==> config.mk <==
export PLATFORM = sky130hd
export DESIGN_NAME = nand_phase_seq
export DESIGN_NICKNAME = d
export VERILOG_FILES = /design/src/rtl/nps_pkg.sv /design/src/rtl/nps_addr_decode.sv /design/src/rtl/nps_strobe_timer.sv /design/src/rtl/nand_phase_seq.sv
export SDC_FILE = /design/constraint.sdc
export NUM_CORES = 1
export LEC_CHECK = 0
export CORE_MARGIN = 1
export CORE_UTILIZATION = 49
export DETAILED_ROUTE_END_ITERATION = 8
export PLACE_DENSITY = 0.88
export SYNTH_ARGS = -nofsm -noshare
export SYNTH_HDL_FRONTEND = slang
export SYNTH_SLANG_ARGS = --single-unit
==> constraint.sdc <==
create_clock -name clk -period 2.8 [get_ports clk]
set_input_delay 0.56 -clock clk [delete_from_list [all_inputs] [get_ports clk]]
set_output_delay 0.56 -clock clk [all_outputs]
set_load 0.03 [all_outputs]
==> src/rtl/nps_pkg.sv <==
package nps_pkg;

    typedef enum logic [2:0] {
        ST_IDLE  = 3'd0,
        ST_START = 3'd1,
        ST_ADDR  = 3'd2,
        ST_WAIT  = 3'd3,
        ST_DATA  = 3'd4,
        ST_END   = 3'd5
    } seq_state_e;

    // Fields carried in the bus address of one access
    typedef struct packed {
        logic       is_data;
        logic [7:0] chip;
        logic [7:0] first_cmd;
        logic [2:0] naddr;
        logic       close_en;
        logic [7:0] close_cmd;
        logic       drop_cs;
        logic       ecc_final;
    } plan_t;

endpackage

==> src/rtl/nps_addr_decode.sv <==
module nps_addr_decode
    import nps_pkg::*;
(
    input  logic [31:0] addr,
    output plan_t       plan
);
    logic unused_rsvd;

    always_comb begin
        plan.is_data   = addr[19];
        plan.chip      = addr[31:24];
        plan.first_cmd = addr[10:3];
        plan.close_en  = addr[20];
        plan.close_cmd = addr[18:11];
        // bits [23:21] are an address count only in a command phase
        plan.naddr     = addr[19] ? 3'd0 : addr[23:21];
        plan.drop_cs   = addr[19] & addr[21];
        plan.ecc_final = addr[19] & addr[10];
    end

    assign unused_rsvd = ^{addr[2:0], addr[22]};

endmodule

==> src/rtl/nps_strobe_timer.sv <==
module nps_strobe_timer #(
    parameter int PULSE_W = 1,
    parameter int HOLD_W  = 1
) (
    input  logic clk,
    input  logic rst_n,
    input  logic run,
    output logic strobe_low,
    output logic capture,
    output logic step_last
);
    localparam int STEP_LEN = PULSE_W + HOLD_W;
    localparam int CNT_W    = (STEP_LEN > 1) ? $clog2(STEP_LEN) : 1;

    logic [CNT_W-1:0] cnt_d, cnt_q;

    assign strobe_low = run && (cnt_q < CNT_W'(PULSE_W));
    assign capture    = run && (cnt_q == CNT_W'(PULSE_W - 1));
    assign step_last  = run && (cnt_q == CNT_W'(STEP_LEN - 1));

    always_comb begin
        cnt_d = cnt_q;
        if (!run || step_last) begin
            cnt_d = '0;
        end else begin
            cnt_d = cnt_q + CNT_W'(1);
        end
    end

    always_ff @(posedge clk or negedge rst_n) begin
        if (!rst_n) begin
            cnt_q <= '0;
        end else begin
            cnt_q <= cnt_d;
        end
    end

endmodule

==> src/rtl/nand_phase_seq.sv <==
module nand_phase_seq
    import nps_pkg::*;
#(
    parameter int NUM_CHIPS = 4,
    parameter int DATA_W    = 32,
    parameter int PULSE_W   = 1,
    parameter int HOLD_W    = 1
) (
    input  logic                 clk,
    input  logic                 rst_n,
    input  logic                 req_valid,
    input  logic                 req_write,
    input  logic [31:0]          req_addr,
    input  logic [DATA_W-1:0]    req_wdata,
    output logic                 busy,
    output logic                 rd_valid,
    output logic [DATA_W-1:0]    rd_data,
    output logic                 ecc_last,
    input  logic                 flash_rdy,
    output logic [NUM_CHIPS-1:0] ce_n,
    output logic                 cle,
    output logic                 ale,
    output logic                 we_n,
    output logic                 re_n,
    output logic [7:0]           dq_out,
    output logic                 dq_oe,
    input  logic [7:0]           dq_in
);
    localparam int BEATS  = DATA_W / 8;
    localparam int BSEL_W = (BEATS > 1) ? $clog2(BEATS) : 1;
    localparam int IDX_W  = 3;

    typedef struct packed {
        seq_state_e          state;
        plan_t               plan;
        logic                wr;
        logic [DATA_W-1:0]   wdata;
        logic [DATA_W-1:0]   rdata;
        logic [IDX_W-1:0]    idx;
        logic                cs_on;
        logic [7:0]          chip;
        logic                rd_pulse;
        logic                ecc_pulse;
    } seq_t;

    seq_t  s_d, s_q;
    plan_t dec_plan;
    logic  run, strobe_low, capture, step_last;
    logic  finish;
    logic  [7:0] data_byte;
    logic  [BSEL_W-1:0] bsel;

    nps_addr_decode u_decode (
        .addr (req_addr),
        .plan (dec_plan)
    );

    assign run = (s_q.state == ST_START) || (s_q.state == ST_ADDR) ||
                 (s_q.state == ST_DATA)  || (s_q.state == ST_END);

    nps_strobe_timer #(
        .PULSE_W (PULSE_W),
        .HOLD_W  (HOLD_W)
    ) u_timer (
        .clk        (clk),
        .rst_n      (rst_n),
        .run        (run),
        .strobe_low (strobe_low),
        .capture    (capture),
        .step_last  (step_last)
    );

    assign bsel      = s_q.idx[BSEL_W-1:0];
    assign data_byte = s_q.wdata[8*bsel +: 8];

    // next-state computation
    always_comb begin
        s_d           = s_q;
        s_d.rd_pulse  = 1'b0;
        s_d.ecc_pulse = 1'b0;
        finish        = 1'b0;

        case (s_q.state)
            ST_IDLE: begin
                if (req_valid) begin
                    s_d.plan  = dec_plan;
                    s_d.wr    = req_write;
                    s_d.wdata = req_wdata;
                    s_d.rdata = '0;
                    s_d.idx   = '0;
                    s_d.cs_on = 1'b1;
                    s_d.chip  = dec_plan.chip;
                    s_d.state = dec_plan.is_data ? ST_WAIT : ST_START;
                end
            end
            ST_START: begin
                if (step_last) begin
                    s_d.idx = '0;
                    if (s_q.plan.naddr != 3'd0) begin
                        s_d.state = ST_ADDR;
                    end else if (s_q.plan.close_en) begin
                        s_d.state = ST_END;
                    end else begin
                        finish = 1'b1;
                    end
                end
            end
            ST_ADDR: begin
                if (step_last) begin
                    if (s_q.idx == s_q.plan.naddr - 3'd1) begin
                        if (s_q.plan.close_en) begin
                            s_d.state = ST_END;
                        end else begin
                            finish = 1'b1;
                        end
                    end else begin
                        s_d.idx = s_q.idx + IDX_W'(1);
                    end
                end
            end
            ST_WAIT: begin
                if (flash_rdy) begin
                    s_d.idx   = '0;
                    s_d.state = ST_DATA;
                end
            end
            ST_DATA: begin
                if (capture && !s_q.wr) begin
                    s_d.rdata[8*bsel +: 8] = dq_in;
                end
                if (step_last) begin
                    if (s_q.idx == IDX_W'(BEATS - 1)) begin
                        if (s_q.plan.close_en) begin
                            s_d.state = ST_END;
                        end else begin
                            finish = 1'b1;
                        end
                    end else begin
                        s_d.idx = s_q.idx + IDX_W'(1);
                    end
                end
            end
            ST_END: begin
                if (step_last) begin
                    finish = 1'b1;
                end
            end
            default: begin
                s_d.state = ST_IDLE;
            end
        endcase

        if (finish) begin
            s_d.state = ST_IDLE;
            if (s_q.plan.is_data) begin
                s_d.rd_pulse  = !s_q.wr;
                s_d.ecc_pulse = s_q.plan.ecc_final;
                if (s_q.plan.drop_cs) begin
                    s_d.cs_on = 1'b0;
                end
            end
        end
    end

    always_ff @(posedge clk or negedge rst_n) begin
        if (!rst_n) begin
            s_q <= '{state: ST_IDLE, plan: '0, wr: 1'b0, wdata: '0,
                     rdata: '0, idx: '0, cs_on: 1'b0, chip: '0,
                     rd_pulse: 1'b0, ecc_pulse: 1'b0};
        end else begin
            s_q <= s_d;
        end
    end

    // chip select decode: a device number beyond the range matches none
    for (genvar gi = 0; gi < NUM_CHIPS; gi++) begin : g_cs
        assign ce_n[gi] = !(s_q.cs_on && (s_q.chip == 8'(gi)));
    end

    always_comb begin
        cle    = (s_q.state == ST_START) || (s_q.state == ST_END);
        ale    = (s_q.state == ST_ADDR);
        we_n   = !(strobe_low && ((s_q.state != ST_DATA) || s_q.wr));
        re_n   = !(strobe_low && (s_q.state == ST_DATA) && !s_q.wr);
        dq_oe  = run && ((s_q.state != ST_DATA) || s_q.wr);
        case (s_q.state)
            ST_START: dq_out = s_q.plan.first_cmd;
            ST_END:   dq_out = s_q.plan.close_cmd;
            ST_ADDR,
            ST_DATA:  dq_out = data_byte;
            default:  dq_out = 8'h00;
        endcase
    end

    assign busy     = (s_q.state != ST_IDLE);
    assign rd_valid = s_q.rd_pulse;
    assign rd_data  = s_q.rdata;
    assign ecc_last = s_q.ecc_pulse;

endmodule

==> results of run 1 <==
==> cells by family after synthesis <==
group | count (synthesis) | share of synthesized area
xor gates and xnor gates | 4 | 0.00920
adders and majority gates | 9 | 0.0208
buffers and inverters | 77 | 0.0821
AOI/OAI and AO/OA | 88 | 0.117
and+or+nand+nor | 257 | 0.214
muxes | 19 | 0.0571
DFF | 106 | 0.500
==> what timing repair did <==
item,CTS,global route
endpoints found under the setup margin,15,12
buffers inserted,1,3
pin swaps,0,5
resized for setup,60,37
hold buffers,0,0
==> metrics by stage <==
stage | instances | utilization | hold WS (ns)
global route | 791 | 0.652 | 0.227
CTS | 789 | 0.642 | 0.206
detailed placement | 772 | 0.624 | 0.429
global placement | 772 | 0.624 | 0.434
floorplan | 560 | - | 0.264
finish | 791 | 0.652 | 0.186
==> sequential cells by signal, summed over array words and instances (netlist names) <==
name and count:
bsel 2, ecc_last 1, u_timer.cnt_q 1, rd_data 32, rd_valid 1, s_q 69
==> Yosys cell counts, types with 6 or more instances <==
cell type and instances:
nand2_1 211, dfrtp_1 106, buf_4 34, a22o_1 24, o21ai_0 24, clkbuf_1 20, a22oi_1 9, buf_2 9
inv_1 9, mux2_2 9, ha_1 8, mux4_2 8, a21oi_1 6, nand2b_1 6, nor2b_1 6
==> layer usage <==
metal,vias up,track usage,part of all wire
met2,211,0.374,0.50
li1,2030,-,-
met1,2107,0.307,0.41
met4,0,0.0794,0.026
met3,33,0.0392,0.061
met5,-,0,0
==> power by group through the flow <==
stage	sequential [W]	clock [W]	combinational [W]
2_1_floorplan	0.00228	0	0.00231
3_3_place_gp	0.00239	0	0.00309
3_5_place_dp	0.00243	0	0.00320
4_1_cts	0.00240	0.00101	0.00317
5_1_grt	0.00250	0.00107	0.00370
6_report	0.00244	0.000997	0.00341
==> worst max-delay path by stage <==
stage,from,to,slack [ns],cells after the start
global route,bsel[0],dq_out[6],-0.03,6
finish,bsel[0],dq_out[6],0.05,6
CTS,bsel[0],dq_out[1],-0.12,6
floorplan,bsel[0],dq_out[1],0.02,6
global placement,bsel[1],dq_out[2],0.008,5
detailed placement,bsel[0],dq_out[3],-0.007,6
==> layout make-up <==
type                            count  area [sq um]  share of cell area
Sequential cell                   106          2650               0.391
Multi-Input combinational cell    377          2300               0.339
Tap cell                          136           170              0.0251
Timing Repair Buffer              146          1410               0.208
Clock inverter                      6          83.8              0.0124
Clock buffer                       10           128              0.0188
Inverter                           10          37.5             0.00553
==> results.cfg, run 1 <==
[timing]
hold_violations = 0
max_freq_mhz = 364
setup_viol = 0
rsz0062_at_grt = yes
slew_headroom = 0.441
finalClockSkew_ns = 0.0122
setup_slack_ns = 0.0533
finalCritPeriodShare = 0.981
drv_slew = 0
min_period_ns = 2.75
timing.setup.tns_ns = 0
worst_pin_slew_ns = 0.833

[detailed_routing]
viasPerCell = 5.54
wirelength_mm = 12.8
first_pass_iters = 5
avgRoutedWirePerCell_um = 16.2
vias = 4381
drc_errors = 0
drt_iter0_drc = 276
antenna_left = 0

[flow_run]
maxCapViolCount = 0

[global_route]
grt_max_degree = 62
track_usage = 0.228
grt_pass1_vias = 4297
grt-ovfl-total = 0
grt_antenna_before_repair = 0
grt_pass1_wl_mm = 20.3

[clock_network]
htreeDepth = 3
cts_buffers = 9
cts.path.max_buffers = 2
insertion_delay_ns = 0.37
cts_sinks = 106
cts_tree = built
cts_root_buf = clkbuf_8
clkTransAtPathRegs_ns = 0.11

[place]
portBuffers = 125
routabilityCongestion = 0.887
place_ws_ns = -0.00707
placed_cell_area_sq_um = 6500
place_hpwl_mm = 8.90

[power_and_ir_drop]
totalPowerFinal_w = 0.00685
sw_frac_of_total = 0.426
p_leak_nw = 3.15
p_sw_w = 0.00292
p_seq_frac = 0.357
vdd_ir_drop_max_mv = 0.736
pwr-share-clk = 0.146
p_per_area_nw_per_um2 = 1010
p_int_w = 0.00393
comb_power_share = 0.497

[synth]
ys_seq_area_frac = 0.500
synth_top_cell_by_area = dfrtp_1
ys_ff_latch = 106
synth_top_area_frac = 0.500
synth_area_sq_um = 5310
async_reset_ff_frac = 1.00
synth_cell_types = 54
synth-main-ff-cell = dfrtp_1
synth.net_count = 645
synth_cells = 560
yosysWarnings = 0
synth.area.top_cells = dfrtp_1 50%, nand2_1 15%, buf_4 4.8%
synth-edff-count = 0
synth.avg_cell_area_sq_um = 9.47

[layout]
area_delta_synth_final_pct = 27.9
final_common_cell = nand2_1
final_nets = 735
layout_common_cells = 210 x nand2_1, 108 x clkdlybuf4s50_1, 105 x dfrtp_1
n_antenna_cell = 0
fillers = 791
drive_gt1_frac = 0.137
fin_area_sq_um = 6790

[worst_setup_path]
cp_top_family = multiplexers
crit_fanout = 7
r2r_setup_slack_ns = 0.26
critPathRequiredTime_ns = 2.24
worst-path-buf-inv = 2
path_cells = buf_12 > mux4_2 > mux2_2 > a22oi_2 > o21ai_2 > buf_4
r2r-start = bsel[0]
cp.arrival_ns = 2.19
slowest_delay_ns = 0.55
endpoint_kind = output pin
r2r_end = s_q[112]
crit_slowest_cell = mux4_2
reg2reg_depth = 9
start_kind = register
path_class = register to output pin

[floorplanning]
die_width_um = 106
row_count = 37
coreArea_sq_um = 10400
io_pins = 129
die_y_um = 106
dieArea_sq_um = 11200
start_util = 0.509

[outcome]
status = completed

[hold_path]
hold_path.class = primary input to asynchronous set/reset pin
No activity file was read; power rests on OpenSTA's default activity.
==> run 2, diff against run 1 <==
--- a/config.mk
+++ b/config.mk
@@ -6,9 +6,10 @@
 export NUM_CORES = 1
 export LEC_CHECK = 0
 export CORE_MARGIN = 1
-export CORE_UTILIZATION = 49
+export CORE_UTILIZATION = 50
 export DETAILED_ROUTE_END_ITERATION = 8
-export PLACE_DENSITY = 0.88
+export PLACE_DENSITY = 0.9
+export SKIP_CTS_REPAIR_TIMING = 1
 export SYNTH_ARGS = -nofsm -noshare
 export SYNTH_HDL_FRONTEND = slang
 export SYNTH_SLANG_ARGS = --single-unit
==> run 2 against run 1 <==
The run now ends with setup timing left; sequential share of layout area increased by 0.43 points; cell area down 1.1%; first-iteration DRC count down 18%; critical path depth rose by 1; clock skew down 0.0012 ns; clock-buffer cell count up 1; critical endpoint is now dq_out[5]; register-to-register slack worse by 0.10 ns; fmax decreased by 2.4%.
==> results.cfg, run 2 (same netlist as run 1, synthesis figures left out) <==
[outcome]
status = complete, but fails checks
violations = setup timing

[layout]
area_delta_synth_final_pct = 26.5
fin_area_sq_um = 6710
layout_common_cells = 210 x nand2_1, 108 x clkdlybuf4s50_1, 106 x dfrtp_1
n_antenna_cell = 0
largest_register_ffs = 69
final_nets = 733
drive_gt1_frac = 0.114
postLayoutCoreUtil = 0.650
regMostFlops = s_q
final_common_cell = nand2_1

[timing]
finalClockSkew_ns = 0.0110
drv_slew = 0
timing.setup.tns_ns = -0.0259
min_period_ns = 2.81
max_freq_mhz = 355
rsz0062_at_grt = yes
finalCritPeriodShare = 1.01
hold_violations = 0
slew_headroom = 0.446
setup_viol = 2
setup_slack_ns = -0.0143
worst_pin_slew_ns = 0.826

[clock_network]
cts.path.max_buffers = 2
clkTransAtPathRegs_ns = 0.10
cts_root_buf = clkbuf_8
cts_tree = built
insertion_delay_ns = 0.37
htreeDepth = 3
cts_buffers = 9
cts_sinks = 106

[worst_setup_path]
path_class = register to output pin
start_kind = register
r2r-start = bsel[1]
endpoint_kind = output pin
r2r_setup_slack_ns = 0.16
cp.arrival_ns = 2.25
reg2reg_depth = 8
r2r_end = s_q[112]
critPathRequiredTime_ns = 2.24
crit_fanout = 8

[place]
place_hpwl_mm = 8.53
portBuffers = 125
routabilityCongestion = 0.845
placed_cell_area_sq_um = 6480

[floorplanning]
row_count = 37
coreArea_sq_um = 10300
die_width_um = 105
die_y_um = 105
start_util = 0.514
io_pins = 129
dieArea_sq_um = 11000

[power_and_ir_drop]
p_seq_frac = 0.364
sw_frac_of_total = 0.417
comb_power_share = 0.493
p_per_area_nw_per_um2 = 984
pwr-share-clk = 0.144
p_leak_nw = 3.14
vdd_ir_drop_max_mv = 0.625
p_sw_w = 0.00275
p_int_w = 0.00385
totalPowerFinal_w = 0.00660

[global_route]
grt_antenna_before_repair = 0
grt-ovfl-total = 0
grt_pass1_wl_mm = 19.8
grt_pass1_vias = 4126
grt_max_degree = 107
track_usage = 0.228

[detailed_routing]
vias = 4312
wirelength_mm = 12.1
first_pass_iters = 5
avgRoutedWirePerCell_um = 15.4
drt_iter0_drc = 226
viasPerCell = 5.48
antenna_left = 0
drc_errors = 0

[flow_run]
maxCapViolCount = 0

[hold_path]
hold_path.class = primary input to asynchronous set/reset pin
-- run 2: cell count changes in the layout (fill, tap and decap cells not counted), sizes merged --
| cell | change |
|---|---|
| dlymetal6s2s | +5 |
| inv | -2 |
| clkbuf | +3 |
| clkinv | -1 |
| buf | -5 |
| clkdlybuf4s15 | -1 |
| dlygate4sd2 | -3 |
-- run 2: cell type report --
class,instances,area (sq um)
Fill cell,806,3610
Sequential cell,106,2650
Multi-Input combinational cell,377,2250
Timing Repair Buffer,144,1410
Tap cell,136,170
Clock buffer,11,141
Clock inverter,3,50.0
Inverter,10,37.5
-- run 2: worst max-delay path, cell delays in order, from the launching register on --
cell	delay, ns
dfrtp_1	0.41
buf_12	0.15
buf_4	0.11
mux4_2	0.53
mux2_2	0.29
a22oi_2	0.17
o21ai_2	0.08
buf_6	0.15
-- run 2: how the worst max path moves through the flow --
stage	from	endpoint	slack, ns	cells after the start
global placement	bsel[0]	dq_out[2]	0.02	6
finish	bsel[0]	dq_out[5]	-0.01	7
CTS	bsel[0]	dq_out[5]	-0.43	6
floorplan	bsel[0]	dq_out[1]	0.02	6
global route	bsel[0]	dq_out[0]	-0.11	6
detailed placement	bsel[0]	dq_out[5]	-0.007	6
-- run 2: metrics by stage --
stage | hold slack [ns] | std cells | worst slack (ns)
2_1_floorplan | 0.264 | 560 | 0.0189
3_3_place_gp | 0.429 | 770 | 0.0166
3_5_place_dp | 0.460 | 770 | -0.00747
4_1_cts | 0.276 | 784 | -0.435
5_1_grt | 0.287 | 787 | -0.109
6_report | 0.235 | 787 | -0.0143
-- run 2: power groups by stage --
stage                     clock [W]  combinational [W]  sequential [W]
after floorplan                   0            0.00231         0.00228
after global placement            0            0.00309         0.00238
after detailed placement          0            0.00319         0.00242
after CTS                  0.000957            0.00322         0.00239
after global routing        0.00101            0.00358         0.00246
final                      0.000948            0.00325         0.00240
-- run 2: routing by layer --
metal	track usage	vias up	routed length [um]
met1	0.305	2078	5280
li1	-	2019	-
met2	0.377	192	5770
met4	0.0875	0	266
met5	0	-	0
met3	0.0349	23	771
==> run 3, diff against run 2 <==
--- a/config.mk
+++ b/config.mk
@@ -5,10 +5,12 @@
 export SDC_FILE = /design/constraint.sdc
 export NUM_CORES = 1
 export LEC_CHECK = 0
+export CELL_PAD_IN_SITES_DETAIL_PLACEMENT = 1
+export CELL_PAD_IN_SITES_GLOBAL_PLACEMENT = 2
 export CORE_MARGIN = 1
-export CORE_UTILIZATION = 50
+export CORE_UTILIZATION = 30
 export DETAILED_ROUTE_END_ITERATION = 8
-export PLACE_DENSITY = 0.9
+export PLACE_DENSITY = 0.89
 export SKIP_CTS_REPAIR_TIMING = 1
 export SYNTH_ARGS = -nofsm -noshare
 export SYNTH_HDL_FRONTEND = slang
==> run 3 against run 2 <==
The run still ends with setup timing left; setup slack worse by 0.011 ns; utilization is 25 points lower; clock skew is 0.0037 ns lower; die area is 65% higher; total power is 6.8% higher; combinational power is 3% higher; clock power is 34% higher; cell count is 12% higher; first-iteration DRC count is 11% higher; critical endpoint is now dq_out[7].
==> results.cfg, run 3 (same netlist as run 1, synthesis figures left out) <==
[outcome]
status = complete, but fails checks
violations = setup timing

[global_route]
grt-ovfl-total = 0
grt_max_degree = 62
track_usage = 0.167
grt_pass1_vias = 4511
grt_pass1_wl_mm = 23.5
grt_antenna_before_repair = 0

[power_and_ir_drop]
sw_frac_of_total = 0.412
vdd_ir_drop_max_mv = 0.348
pwr-share-clk = 0.180
p_int_w = 0.00414
comb_power_share = 0.477
p_leak_nw = 3.20
totalPowerFinal_w = 0.00705
p_sw_w = 0.00290
p_seq_frac = 0.343
p_per_area_nw_per_um2 = 1010

[floorplanning]
row_count = 48
die_y_um = 135
die_width_um = 135
io_pins = 129
start_util = 0.307
dieArea_sq_um = 18200
coreArea_sq_um = 17300

[detailed_routing]
vias = 4252
viasPerCell = 4.82
avgRoutedWirePerCell_um = 16.4
drc_errors = 0
wirelength_mm = 14.5
first_pass_iters = 4
antenna_left = 0
drt_iter0_drc = 250

[clock_network]
htreeDepth = 3
cts_sinks = 106
cts_root_buf = clkbuf_16
cts_tree = built
cts_buffers = 9
cts.path.max_buffers = 2
insertion_delay_ns = 0.35
clkTransAtPathRegs_ns = 0.07

[layout]
area_delta_synth_final_pct = 31.0
final_common_cell = nand2_1
fin_area_sq_um = 6950
final_nets = 739
n_antenna_cell = 0
postLayoutCoreUtil = 0.402
regMostFlops = s_q
drive_gt1_frac = 0.132
largest_register_ffs = 69
fin_cells = 883
layout_common_cells = 210 x nand2_1, 108 x clkdlybuf4s50_1, 104 x dfrtp_1

[timing]
rsz0062_at_grt = yes
finalClockSkew_ns = 0.00730
min_period_ns = 2.82
finalCritPeriodShare = 1.01
drv_slew = 0
worst_pin_slew_ns = 0.889
hold_violations = 0
setup_viol = 3
setup_slack_ns = -0.0249
slew_headroom = 0.403
max_freq_mhz = 354

[worst_setup_path]
cp_common_cell = buf_4
start_kind = register
crit_fanout = 5
path_class = register to output pin
endpoint_kind = output pin
slowest_delay_ns = 0.53
path_cells = buf_4 > buf_12 > mux4_2 > mux2_2 > a22oi_1 > o21ai_1 > buf_4
crit_slowest_cell = mux4_2
critPathRequiredTime_ns = 2.24
cp.arrival_ns = 2.26

[place]
dp.cells = 863
placed_cell_area_sq_um = 6570
place_hpwl_mm = 10.6
routabilityCongestion = 0.820
place_ws_ns = 0.00427
portBuffers = 125

[flow_run]
maxCapViolCount = 0

[hold_path]
hold_path.class = primary input to asynchronous set/reset pin
## run 3: critical path: cells and delay by family, from the launching register on
kind            cells  cell delay, ns
compound gates      2            0.25
buf+inv             3            0.43
flops               1            0.42
mux                 2            0.82
## run 3: per-layer routing
| metal | vias up | GRT usage | share of wire |
|---|---|---|---|
| li1 | 2033 | - | - |
| met3 | 12 | 0.0383 | 0.047 |
| met2 | 107 | 0.284 | 0.49 |
| met4 | 0 | 0.0462 | 0.011 |
| met1 | 2100 | 0.214 | 0.45 |
| met5 | - | 0 | 0 |
## run 3: area by class of cell
cell class,count,area [sq um]
sequential,106,2660
tap,225,282
clock inverter,6,67.6
clock buffer,9,225
multi-input combinational,377,2250
timing repair buffer,150,1430
fill,1982,10300
inverter,10,37.5
## run 3: power groups by stage
stage               registers [W]  logic (W)  clock network, W
global placement          0.00241    0.00314                 0
detailed placement        0.00245    0.00327                 0
finish                    0.00242    0.00336           0.00127
floorplan                 0.00228    0.00231                 0
global route              0.00248    0.00371           0.00136
CTS                       0.00242    0.00330           0.00131
## run 3: path summary, 6_finish.rpt
kind,depth (start not counted),to,slack (ns),start
setup / recovery,7,dq_out[7],-0.02,bsel[0]
hold / removal,1,rd_data[23],0.28,rst_n
setup reg to reg,10,s_q[112],0.08,bsel[0]
hold reg to reg,2,s_q[8],0.48,s_q[8]
max in group asynchronous,2,s_q[94],1.72,rst_n
min in group clk,2,s_q[8],0.48,s_q[8]
## run 3: stage by stage
step / hold WS (ns) / TNS, ns
after global placement: 0.425 / -0.0223
after global routing: 0.328 / -0.360
after detailed placement: 0.441 / 0
final: 0.280 / -0.0395
after floorplan: 0.264 / 0
after CTS: 0.306 / -3.20
